==> src/rtl/refsch_pkg.sv <==
package refsch_pkg;
   typedef enum logic [2:0] {
      RS_IDLE = 3'd0,
      RS_PRE  = 3'd1,
      RS_RPW  = 3'd2,
      RS_REF  = 3'd3,
      RS_RFCW = 3'd4
   } rs_state_t;
endpackage

==> src/rtl/refsch_timer.sv <==
module refsch_timer #(
   parameter int FULL_CYC = 780
) (
   input  logic clk,
   input  logic rst,
   input  logic en,
   input  logic hot,
   output logic tick
);
   localparam int HALF_CYC = FULL_CYC / 2;
   localparam int W = $clog2(FULL_CYC);
   localparam logic [W-1:0] RLD_N = W'(FULL_CYC - 1);
   localparam logic [W-1:0] RLD_H = W'(HALF_CYC - 1);

   logic [W-1:0] tmr;
   logic [W-1:0] rld;

   assign rld  = hot ? RLD_H : RLD_N;
   assign tick = en && (tmr == '0);

   always_ff @(posedge clk) begin
      if (rst)
         tmr <= rld;
      else if (en) begin
         if (tmr == '0)
            tmr <= rld;
         else
            tmr <= tmr - 1'b1;
      end
   end
endmodule

==> src/rtl/refsch_debt.sv <==
module refsch_debt #(
   parameter int DEBT_MAX = 8
) (
   input  logic clk,
   input  logic rst,
   input  logic tick,
   input  logic issue,
   output logic owed,
   output logic full
);
   generate
      if (DEBT_MAX == 1) begin : g_flag
         logic pend;
         always_ff @(posedge clk) begin
            if (rst)
               pend <= 1'b0;
            else if (tick)
               pend <= 1'b1;
            else if (issue)
               pend <= 1'b0;
         end
         assign owed = pend;
         assign full = pend;
      end else begin : g_cnt
         localparam int DW = $clog2(DEBT_MAX + 1);
         localparam logic [DW-1:0] CEIL = DW'(DEBT_MAX);
         logic [DW-1:0] cnt;
         logic          inc;
         assign inc = tick && ((cnt != CEIL) || issue);
         always_ff @(posedge clk) begin
            if (rst)
               cnt <= '0;
            else begin
               case ({inc, issue})
                  2'b10:   cnt <= cnt + 1'b1;
                  2'b01:   cnt <= cnt - 1'b1;
                  default: cnt <= cnt;
               endcase
            end
         end
         assign owed = (cnt != '0);
         assign full = (cnt == CEIL);
      end
   endgenerate
endmodule

==> src/rtl/refsch_seq.sv <==
module refsch_seq
   import refsch_pkg::*;
#(
   parameter int T_RP  = 3,
   parameter int T_RFC = 28
) (
   input  logic clk,
   input  logic rst,
   input  logic start,
   output logic idle,
   output logic pre_all,
   output logic auto_ref,
   output logic stall
);
   localparam int WMAX = (T_RP > T_RFC) ? T_RP : T_RFC;
   localparam int WW   = (WMAX > 2) ? $clog2(WMAX) : 1;
   localparam logic [WW-1:0] LD_RP  = WW'(T_RP - 2);
   localparam logic [WW-1:0] LD_RFC = WW'(T_RFC - 2);

   rs_state_t     st;
   logic [WW-1:0] wcnt;

   always_ff @(posedge clk) begin
      if (rst) begin
         st   <= RS_IDLE;
         wcnt <= '0;
      end else begin
         case (st)
            RS_IDLE: if (start) st <= RS_PRE;
            RS_PRE: begin
               st   <= RS_RPW;
               wcnt <= LD_RP;
            end
            RS_RPW: begin
               if (wcnt == '0) st <= RS_REF;
               else            wcnt <= wcnt - 1'b1;
            end
            RS_REF: begin
               st   <= RS_RFCW;
               wcnt <= LD_RFC;
            end
            RS_RFCW: begin
               if (wcnt == '0) st <= RS_IDLE;
               else            wcnt <= wcnt - 1'b1;
            end
            default: st <= RS_IDLE;
         endcase
      end
   end

   assign idle     = (st == RS_IDLE);
   assign pre_all  = (st == RS_PRE);
   assign auto_ref = (st == RS_REF);
   assign stall    = (st != RS_IDLE);
endmodule

==> src/rtl/refresh_sched.sv <==
module refresh_sched #(
   parameter int FULL_CYC = 780,
   parameter int T_RP     = 3,
   parameter int T_RFC    = 28,
   parameter int DEBT_MAX = 8
) (
   input  logic clk,
   input  logic rst,
   input  logic en,
   input  logic hot,
   input  logic busy,
   input  logic grant,
   output logic req,
   output logic urgent,
   output logic pre_all,
   output logic auto_ref,
   output logic stall
);
   generate
      if (FULL_CYC < 4) begin : g_bad_int
         $error("refresh_sched: FULL_CYC must be at least 4");
      end
      if (T_RP < 2 || T_RFC < 2) begin : g_bad_wait
         $error("refresh_sched: T_RP and T_RFC must be at least 2");
      end
      if (DEBT_MAX < 1) begin : g_bad_debt
         $error("refresh_sched: DEBT_MAX must be at least 1");
      end
   endgenerate

   logic tick, owed, full, idle, start;

   refsch_timer #(.FULL_CYC(FULL_CYC)) u_tmr (
      .clk(clk), .rst(rst), .en(en), .hot(hot), .tick(tick)
   );

   refsch_debt #(.DEBT_MAX(DEBT_MAX)) u_debt (
      .clk(clk), .rst(rst), .tick(tick), .issue(auto_ref),
      .owed(owed), .full(full)
   );

   refsch_seq #(.T_RP(T_RP), .T_RFC(T_RFC)) u_seq (
      .clk(clk), .rst(rst), .start(start), .idle(idle),
      .pre_all(pre_all), .auto_ref(auto_ref), .stall(stall)
   );

   assign urgent = full;
   assign req    = en && idle && owed && (!busy || full);
   assign start  = req && grant;
endmodule

==> config.mk <==
export PLATFORM = sky130hd
export DESIGN_NAME = refresh_sched
export DESIGN_NICKNAME = d
export VERILOG_FILES = /design/src/rtl/refsch_pkg.sv /design/src/rtl/refsch_timer.sv /design/src/rtl/refsch_debt.sv /design/src/rtl/refsch_seq.sv /design/src/rtl/refresh_sched.sv
export SDC_FILE = /design/constraint.sdc
export NUM_CORES = 1
export LEC_CHECK = 0
export CORE_MARGIN = 1
export CORE_UTILIZATION = 50
export CTS_CLUSTER_DIAMETER = 200
export CTS_CLUSTER_SIZE = 16
export DETAILED_ROUTE_END_ITERATION = 10
export PLACE_DENSITY = 0.67
export SYNTH_ARGS = -nofsm -noshare
export SYNTH_HDL_FRONTEND = slang
export SYNTH_SLANG_ARGS = --single-unit
==> constraint.sdc <==
create_clock -name clk -period 3.3 [get_ports clk]
set_clock_uncertainty 0.05 [all_clocks]
set_input_delay 0.66 -clock clk [delete_from_list [all_inputs] [get_ports clk]]
set_output_delay 0.66 -clock clk [all_outputs]
set_load 0.01 [all_outputs]
==> results of run 1 <==
## Yosys cell counts (all sizes together), types with 3 or more instances
master  number
and2         5
xnor2        8
inv          9
edfxtp      10
nand2        8
xor2         4
nor3        10
a21oi       11
clkbuf       5
dfxtp       12
nor2b        6
o21ai        4
mux2i        3
nor2        15
ha           5
## area by class of cell
class / instances / area (µm²) / area share
clock buffer: 4 / 26.3 / 0.0178
multi-input combinational: 107 / 719 / 0.489
timing repair buffer: 12 / 115 / 0.0782
tap: 30 / 37.5 / 0.0255
inverter: 9 / 33.8 / 0.0229
sequential: 22 / 541 / 0.367
## worst max-delay path: stages, from the launching register on
cell and delay, ps:
dfxtp_1 570, nor2b_1 300, nand2_1 160, inv_1 170
clkdlybuf4s50_1 560
## kinds of logic after synthesis
logic type	count (synthesis)	share of synthesized area
AND/OR/NAND/NOR	62	0.262
XOR/XNOR	12	0.0798
AO/OA/AOI/OAI	23	0.110
adder cells (fa/ha/maj)	6	0.0627
buffers and inverters	15	0.0437
multiplexers	4	0.0313
flip-flops	22	0.410
## worst paths after layout
check	startpoint	to	slack (ps)
worst max register to register	u_tmr.tmr[2]	u_debt.g_cnt.cnt[3]	540
worst max-delay path	u_seq.st[0]	auto_ref	530
worst min-delay path	u_seq.wcnt[0]	u_seq.wcnt[0]	480
worst min register to register	u_seq.wcnt[0]	u_seq.wcnt[0]	480
## sequential cells by signal, summed over array words and instances, names as in the netlist
signal and flops:
u_seq.wcnt 5, u_debt.g_cnt.cnt 4, u_seq.st 3, u_tmr.tmr 10
## layout by cell type, fill, tap and decap left out, types with 3 or more instances in the layout
master | netlist | layout
nor2_1 | 15 | 15
dfxtp_1 | 12 | 12
a21oi_1 | 10 | 10
clkdlybuf4s50_1 | 0 | 10
edfxtp_1 | 10 | 10
inv_1 | 9 | 9
nor3_1 | 9 | 9
nand2_1 | 8 | 8
xnor2_1 | 8 | 8
nor2b_1 | 6 | 6
and2_1 | 5 | 5
ha_1 | 5 | 5
xor2_1 | 4 | 4
mux2i_1 | 3 | 3
clkbuf_4 | 0 | 3
## power groups by stage
stage                     combinational, mW  sequential, mW  clock (mW)
after global routing                 0.0508           0.315       0.141
after CTS                            0.0468           0.313       0.133
after global placement               0.0446           0.318           0
final                                0.0465           0.313       0.129
after floorplan                      0.0315           0.315           0
after detailed placement             0.0461           0.319           0
## per-stage QoR
stage / cell area [µm²] / hold slack [ps] / worst slack (ps) / utilization / std cells
after global placement: 1450 / 446 / 444 / 0.584 / 180
after detailed placement: 1450 / 457 / 384 / 0.584 / 180
after global routing: 1470 / 511 / 317 / 0.594 / 184
final: 1470 / 476 / 530 / 0.594 / 184
after floorplan: 1320 / 423 / 791 / - / 144
after CTS: 1470 / 478 / 519 / 0.594 / 184
## metal layers
layer / part of all wire / track usage
met5: 0 / 0
met1: 0.52 / 0.250
met2: 0.45 / 0.321
met3: 0.025 / 0.0259
met4: 0.0041 / 0.0570
==> key figures, run 1 <==
Clock tree
  • CTS Hold Bufs: 0
  • Clock slew at reported path FFs: ~120 ps
  • Clk Latency, worst-skew pair: 300 ps
  • Post-CTS setup buffer count: 0
  • Max clock buf depth: 2
  • CTS Buf Count: 3
  • Root buf cell: clkbuf_4
  • # clock sinks: 22
  • CTS H-tree lvls: 1
  • CTS tree: yes
  • Post-CTS resize count: 0

Flow run
  • Max-cap violations: 0

STA
  • Fin. Hold Viols: 0
  • TNS Setup: 0 ps
  • RSZ-0062 raised after global routing: no
  • Relative slew margins: 0.706
  • Peak Freq: 361 MHz
  • Final Cycle Share: 0.839
  • Pins Over Slew Limit: 0
  • Tmin final: 2770 ps
  • Worst-margin pin slew: 429 ps
  • Final setup fails: 0

Global routing
  • Largest net degree at the start of global routing: 18
  • Total track usage: 0.191
  • Global-route wire length before repair: a little over 4 mm
  • Initial antenna violation count: 0
  • Vias in the first global route: roughly 960
  • Global route overflow: 0

Critical path
  • Crit path kind: reg -> out
  • Setup crit end kind: primary output
  • Worst-path fanout max: 11
  • CP arrival: ~2100 ps
  • CP required: approximately 2600 ps
  • CP startpoint kind: flop
  • FF-to-FF path depth: 9

Yosys
  • Syn Area/Cell: 9.15 µm²
  • EDFF count, synth: 10
  • Sequential share of the synthesized area: 0.410
  • Synth area leaders: edfxtp_1, dfxtp_1, xnor2_1
  • #FFs+latches synth: 22
  • Synth cell types: 41
  • Instance count of the mapped netlist: 144
  • Syn_nets: 156
  • Predominant post-synthesis flop cell: dfxtp_1
  • Synth Warn #: 0
  • Share of the synthesized area in the top cell type: 0.228
  • Mapped cell area: 1320 µm²
  • Cell taking the most area after synthesis: edfxtp_1
  • FFs w/ async S/R, synth: 0

Floorplan
  • Die ar.: between 2000 and 3000 µm²
  • IO Count: 11
  • Cell Rows: 18
  • Initial core utilization: 0.532
  • Die height: around 53 µm
  • Core area: 2480 µm²
  • Die X: 53.3 µm

Drt
  • Via count: 1004
  • Vias per cell: 5.46
  • WL/cell: about 13 µm
  • Post-DRT Antenna Nets: 0
  • 1st-iter DRT viols: 17
  • Drt first pass iters: 4
  • Routed wire length: approximately 2.5 mm
  • Number of remaining DRC errors: 0

Pwr
  • Flop pwr share: 0.641
  • Clock power share: 0.264
  • Internal power: 0.369 mW
  • Logic pwr share: 0.095
  • Total power: 0.488 mW
  • Leak: about 0.58 nW
  • Max VDD drop: 0.214 mV
  • Power Density: 332 nW/µm²
  • Switching power: 0.119 mW
  • Sw Share: 0.243

Status
  • Status: completed

Layout
  • ANT cells: 0
  • Final #Nets: 167
  • Area growth from synthesis to layout: 11.8%
  • Share of cells above drive strength 1: 0.0844
  • Filler instances: 248

Placement
  • GPL Wtd Cong: 0.734
  • Port bufs: 10
  • Final HPWL DP: 1.83 mm

Worst hold path
  • Hold Crit Depth: 2
  • Hold Path Class: reg -> reg
(Power assumes the default switching activity.)
==> inputs of run 2 (changes only) <==
- clock period: 3.3 -> 2.68 ns (I/O delays scaled with it)
==> run 2 against run 1 <==
- critical endpoint is now u_debt.g_cnt.cnt[3]
- routed wire length grew 12%
- clock power grew 22%
- global-route usage grew 3.0 points
- power grew 26%
- via count grew 9.0%
- critical path depth grew 7
- sequential cell count is the same
- register-to-register slack lost 390 ps
- non-clock buffer count grew 13
- largest power group unchanged
==> key figures, run 2 (synthesis results as in run 1) <==
Layout
  • Top flop regs: u_tmr.tmr x10, u_seq.wcnt x5, u_debt.g_cnt.cnt x4
  • Filler instances: 216 (-13%)
  • Final #Nets: 180 (+7.8%)
  • Biggest register: u_tmr.tmr
  • Share of cells above drive strength 1: 0.174 (+0.0892)
  • Area growth from synthesis to layout: 20.5%
  • Max reg flops: 10 (unchanged)
  • Most frequent cells in the layout: nor2_1, buf_4, dfxtp_1
  • ANT cells: 0 (unchanged)

Clock tree
  • CTS Buf Count: 3 (unchanged)
  • Root buf cell: clkbuf_4
  • CTS H-tree lvls: 1 (unchanged)
  • Clk Latency, worst-skew pair: 310 ps (about the same)
  • Max clock buf depth: 2 (unchanged)
  • Post-CTS setup buffer count: 0 (unchanged)
  • Clock slew at reported path FFs: 120 ps (about the same)
  • CTS tree: yes
  • # clock sinks: 22 (unchanged)

Placement
  • Port bufs: 10 (unchanged)
  • GPL Wtd Cong: 0.787 (+7.3%)
  • Final HPWL DP: 2.13 mm (+16%)

STA
  • Tmin final: 2530 ps
  • Worst-margin pin slew: 467 ps (+38.0 ps)
  • Peak Freq: between 300 and 400 MHz
  • Hold Slack: 478 ps (+2.00 ps)
  • Final Cycle Share: 0.945
  • Pins Over Slew Limit: 0 (unchanged)
  • TNS Setup: 0 ps (unchanged)
  • Final setup fails: 0 (unchanged)
  • Relative slew margins: 0.687 (-0.0193)
  • Fin. Hold Viols: 0 (unchanged)

Critical path
  • CP startpoint kind: flop
  • Crit path buffers/inverters: 1 (-1)
  • Critical path's top delay family: simple AND/OR/NAND/NOR gates
  • Most frequent CP cell: ha_1
  • Crit path kind: reg -> reg
  • Worst path slowest cell: edfxtp_1
  • Worst-path fanout max: 3 (-8)
  • CP required: 2840 ps (+250 ps)
  • Worst path cell trace: inv_1 -> ha_1 -> nor3b_4 -> nand4_1 -> and2_4 -> ha_1 -> a21o_1 -> a21oi_2 -> nor3_1 -> a21oi_1 -> mux2_2
  • Peak per-stage delay on the critical path: 430 ps (-140 ps)
  • CP arrival: 2700 ps (+640 ps)
  • Setup crit end kind: flop

Global routing
  • Total track usage: 0.221 (+0.0301)
  • Global route overflow: 0 (unchanged)
  • Global-route wire length before repair: 4.48 mm (+11%)
  • Initial antenna violation count: 0 (unchanged)
  • Largest net degree at the start of global routing: 17 (-1)
  • Vias in the first global route: 1036 (+8.5%)

Drt
  • Drt first pass iters: 4 (unchanged)
  • 1st-iter DRT viols: 17 (unchanged)
  • Via count: 1094 (+9.0%)
  • Vias per cell: 5.55 (+1.8%)
  • WL/cell: 14.0 µm (+4.9%)
  • Number of remaining DRC errors: 0 (unchanged)
  • Post-DRT Antenna Nets: 0 (unchanged)
  • Routed wire length: 2.76 mm (+12%)

Worst hold path
  • Hold Path Class: reg -> reg

Floorplan
  • IO Count: 11 (unchanged)
  • Die X: 53.3 µm (unchanged)
  • Cell Rows: 18 (unchanged)
  • Initial core utilization: 0.532 (unchanged)
  • Die ar.: 2840 µm² (unchanged)
  • Core area: 2480 µm² (unchanged)
  • Die height: 53.3 µm (unchanged)

Pwr
  • Leak: 0.654 nW (+13%)
  • Power Density: 387 nW/µm² (+17%)
  • Max VDD drop: 0.334 mV (+56%)

Flow run
  • Max-cap violations: 0 (unchanged)

Status
  • Status: completed
[run 2: routing by layer]
layer  global-route usage  part of all wire  vias to the layer above
met5                    0                 0                        -
met4               0.0921             0.014                        0
met3               0.0287             0.025                        4
met2                0.360              0.48                       14
met1                0.289              0.48                      526
li1                     -                 -                      550
[run 2: report_power, final]
group	switching (mW)	internal (mW)
registers	0.0130	0.368
clock network	0.0994	0.0581
logic	0.0368	0.0389
[run 2: layout make-up]
cell class	instances	area (µm²)	share of cell area
flip-flops and latches	22	541	0.340
clock buffers	4	26.3	0.0165
repair buffers	25	213	0.134
well taps	30	37.5	0.0236
inverters	9	33.8	0.0213
multi-input cells	107	737	0.464
[run 2: tightest hold or removal path: stages (launching register included)]
cell and delay (ps):
dfxtp_1 350, nor2_1 100, nor4_1 50
[run 2: metrics by stage]
step | std cells | cell area (µm²) | power (mW) | setup WS [ps] | util
floorplan | 144 | 1320 | 0.427 | 171 | -
global placement | 193 | 1540 | 0.458 | 74.0 | 0.623
detailed placement | 193 | 1540 | 0.462 | 8.39 | 0.623
CTS | 197 | 1570 | 0.623 | 8.16 | 0.634
global route | 197 | 1590 | 0.647 | -2.85 | 0.641
finish | 197 | 1590 | 0.614 | 147 | 0.641
[run 2: timing repair]
item | in CTS | in global routing
hold buffers | 0 | 0
setup endpoints to repair | 0 | 1
gates resized for setup | 0 | 4
[run 2: final timing paths]
check / from / endpoint / slack (ps) / cells after the start
worst max-delay path: u_tmr.tmr[1] / u_debt.g_cnt.cnt[3] / 150 / 11
worst max register to register: u_tmr.tmr[1] / u_debt.g_cnt.cnt[3] / 150 / 11
worst min register to register: u_seq.wcnt[0] / u_seq.wcnt[0] / 480 / 2
worst min-delay path: u_seq.wcnt[0] / u_seq.wcnt[0] / 480 / 2
==> inputs of run 3 (changes only) <==
- ABC_CLOCK_PERIOD_IN_PS: default -> 2680
- CORE_MARGIN: 1 -> 8
==> run 3 against run 2 <==
- routed wire length rose by 1.3%
- power down 0.12%
- count of clock-buffer cells in the layout down 1
- die area up 59%
- design area is 0.47% lower
- final cell count unchanged
- critical path type unchanged
- worst hold slack worse by 3.3 ps
- worst setup slack lost 40 ps
- combinational power increased by 0.9%
- sequential power is essentially flat
==> key figures, run 3 (synthesis results as in run 1) <==
Placement
  • Final HPWL DP: 2.07 mm (-2.5%)
  • GPL Wtd Cong: 0.849 (+7.9%)
  • Place WS: 19.5 ps (+11.2 ps)
  • Port bufs: 10 (unchanged)
  • Placed Area: 1540 µm² (-0.49%)
  • Dpl cells: 192 (-0.52%)

Drt
  • WL/cell: 14.2 µm (+1.3%)
  • Post-DRT Antenna Nets: 0 (unchanged)
  • Routed wire length: 2.79 mm (+1.3%)
  • Drt first pass iters: 4 (unchanged)
  • Vias per cell: 5.49 (-1.1%)
  • 1st-iter DRT viols: 100 (+83)
  • Via count: 1082 (-1.1%)
  • Number of remaining DRC errors: 0 (unchanged)

Layout
  • Filler instances: 212 (-1.9%)
  • Cell area after layout: 1580 µm² (-0.47%)
  • Max reg flops: 10 (unchanged)
  • Area growth from synthesis to layout: 19.9%
  • Top flop regs: u_tmr.tmr x10, u_seq.wcnt x5, u_debt.g_cnt.cnt x4
  • Final #Nets: 180 (unchanged)
  • Final cell count without fillers: 197 (unchanged)
  • ANT cells: 0 (unchanged)
  • Final core occ: 0.638 (-0.00303)
  • Most frequent cells in the layout: nor2_1, buf_4, dfxtp_1
  • Share of cells above drive strength 1: 0.168 (-0.00599)
  • Biggest register: u_tmr.tmr
  • Footprint of the multi-input gates: 729 µm² (-1.0%)
  • Area occupied by registers: 541 µm² (unchanged)

Global routing
  • Global route overflow: 0 (unchanged)
  • Vias in the first global route: 1057 (+2.0%)
  • Largest net degree at the start of global routing: 17 (unchanged)
  • Global-route wire length before repair: 4.65 mm (+3.8%)
  • Initial antenna violation count: 0 (unchanged)
  • Total track usage: 0.129 (-0.0922)

STA
  • Peak Freq: 389 MHz (-1.5%)
  • Final Cycle Share: 0.960 (+0.0148)
  • Pins Over Slew Limit: 0 (unchanged)
  • RSZ-0062 raised after global routing: yes
  • Tmin final: 2570 ps (+39.6 ps)
  • Fin. Hold Viols: 0 (unchanged)
  • Relative slew margins: 0.556 (-0.131)
  • Worst-margin pin slew: 667 ps (+199 ps)
  • Final setup fails: 0 (unchanged)
  • Final WS setup: 107 ps (-39.6 ps)
  • TNS Setup: 0 ps (unchanged)

Critical path
  • Worst-path fanout max: 3 (unchanged)
  • Worst path slowest cell: edfxtp_1
  • Setup crit end kind: flop
  • CP required: 2840 ps (about the same)
  • CP arrival: 2730 ps (+30 ps)
  • CP startpoint kind: flop
  • Worst path cell trace: inv_1 -> ha_1 -> nor3b_2 -> nand4_1 -> and2_1 -> ha_1 -> a21o_1 -> a21oi_1 -> nor3_1 -> a21oi_1 -> mux2_2
  • Peak per-stage delay on the critical path: 430 ps (about the same)
  • Crit path kind: reg -> reg

Flow run
  • Max-cap violations: 0 (unchanged)

Pwr
  • Switching power: 0.151 mW (+1.4%)
  • Max VDD drop: 0.304 mV (-9.2%)
  • Clock power share: 0.256 (about the same)
  • Logic pwr share: 0.124 (about the same)
  • Leak: 0.644 nW (-1.5%)
  • Power Density: 388 nW/µm² (+0.35%)
  • Flop pwr share: 0.619 (about the same)
  • Internal power: 0.462 mW (-0.61%)
  • Sw Share: 0.247 (+0.00369)

Clock tree
  • CTS tree: yes
  • CTS H-tree lvls: 1 (unchanged)
  • Root buf cell: clkbuf_4
  • Clock slew at reported path FFs: 130 ps (about the same)
  • CTS Buf Count: 3 (unchanged)
  • # clock sinks: 22 (unchanged)
  • Clk Latency, worst-skew pair: 310 ps (about the same)
  • Max clock buf depth: 2 (unchanged)

Floorplan
  • Die X: 67.3 µm (+26%)
  • Die height: 67.3 µm (+26%)
  • Die ar.: 4530 µm² (+59%)
  • Initial core utilization: 0.532 (unchanged)
  • Core area: 2480 µm² (unchanged)
  • Cell Rows: 18 (unchanged)
  • IO Count: 11 (unchanged)

Worst hold path
  • Hold Path Class: reg -> reg

Status
  • Status: completed
==> run 3: cell types whose count changed in the layout (fill, tap and decap cells not counted), sizes merged <==
cell,change
clkinv,+1
clkbuf,-1
==> run 3: final timing paths <==
check	from	depth (start not counted)	to	slack, ps
setup / recovery	u_tmr.tmr[1]	11	u_debt.g_cnt.cnt[3]	110
setup reg to reg	u_tmr.tmr[1]	11	u_debt.g_cnt.cnt[3]	110
hold reg to reg	u_seq.wcnt[3]	2	u_seq.wcnt[3]	470
hold / removal	u_seq.wcnt[3]	2	u_seq.wcnt[3]	470
==> run 3: layer usage <==
metal / vias to the layer above / share of wire / GRT usage
li1: 546 / - / -
met1: 505 / 0.48 / 0.165
met2: 27 / 0.47 / 0.208
met3: 4 / 0.048 / 0.0281
met4: 0 / 0.0082 / 0.0496
met5: - / 0 / 0
==> run 3: power by group through the flow <==
stage / clock, mW / combinational [mW] / sequential [mW]
after CTS: 0.161 / 0.0735 / 0.380
after floorplan: 0 / 0.0388 / 0.388
final: 0.157 / 0.0764 / 0.380
after global routing: 0.174 / 0.0833 / 0.382
after global placement: 0 / 0.0708 / 0.386
after detailed placement: 0 / 0.0726 / 0.387
==> run 3: layout make-up <==
cell class                 count  area share
timing repair buffer          25       0.135
multi-input combinational    107       0.462
clock buffer                   3      0.0143
inverter                       9      0.0214
tap                           30      0.0238
sequential                    22       0.342
clock inverter                 1     0.00238
==> run 3: worst max-delay path, delay by kind of cell, from the launching register on <==
| kind | cells | cell delay [ps] |
|---|---|---|
| buffers and inverters | 1 | 110 |
| muxes | 1 | 340 |
| adders and majority gates | 2 | 420 |
| and+or+nand+nor | 4 | 650 |
| DFF | 1 | 430 |
| AOI/OAI and AO/OA | 3 | 470 |
==> run 3: what timing repair did <==
item | 4_1_cts | 5_1_grt
buffers inserted | 0 | 1
endpoints found under the setup margin | 0 | 2
endpoints found under the hold margin | 0 | 0
gates resized for setup | 0 | 2
hold buffers | 0 | 0
==> run 3: metrics by stage <==
step	hold slack, ps	power, mW
after floorplan	423	0.427
after global placement	447	0.457
after detailed placement	455	0.460
after CTS	475	0.614
after global routing	502	0.639
final	475	0.614
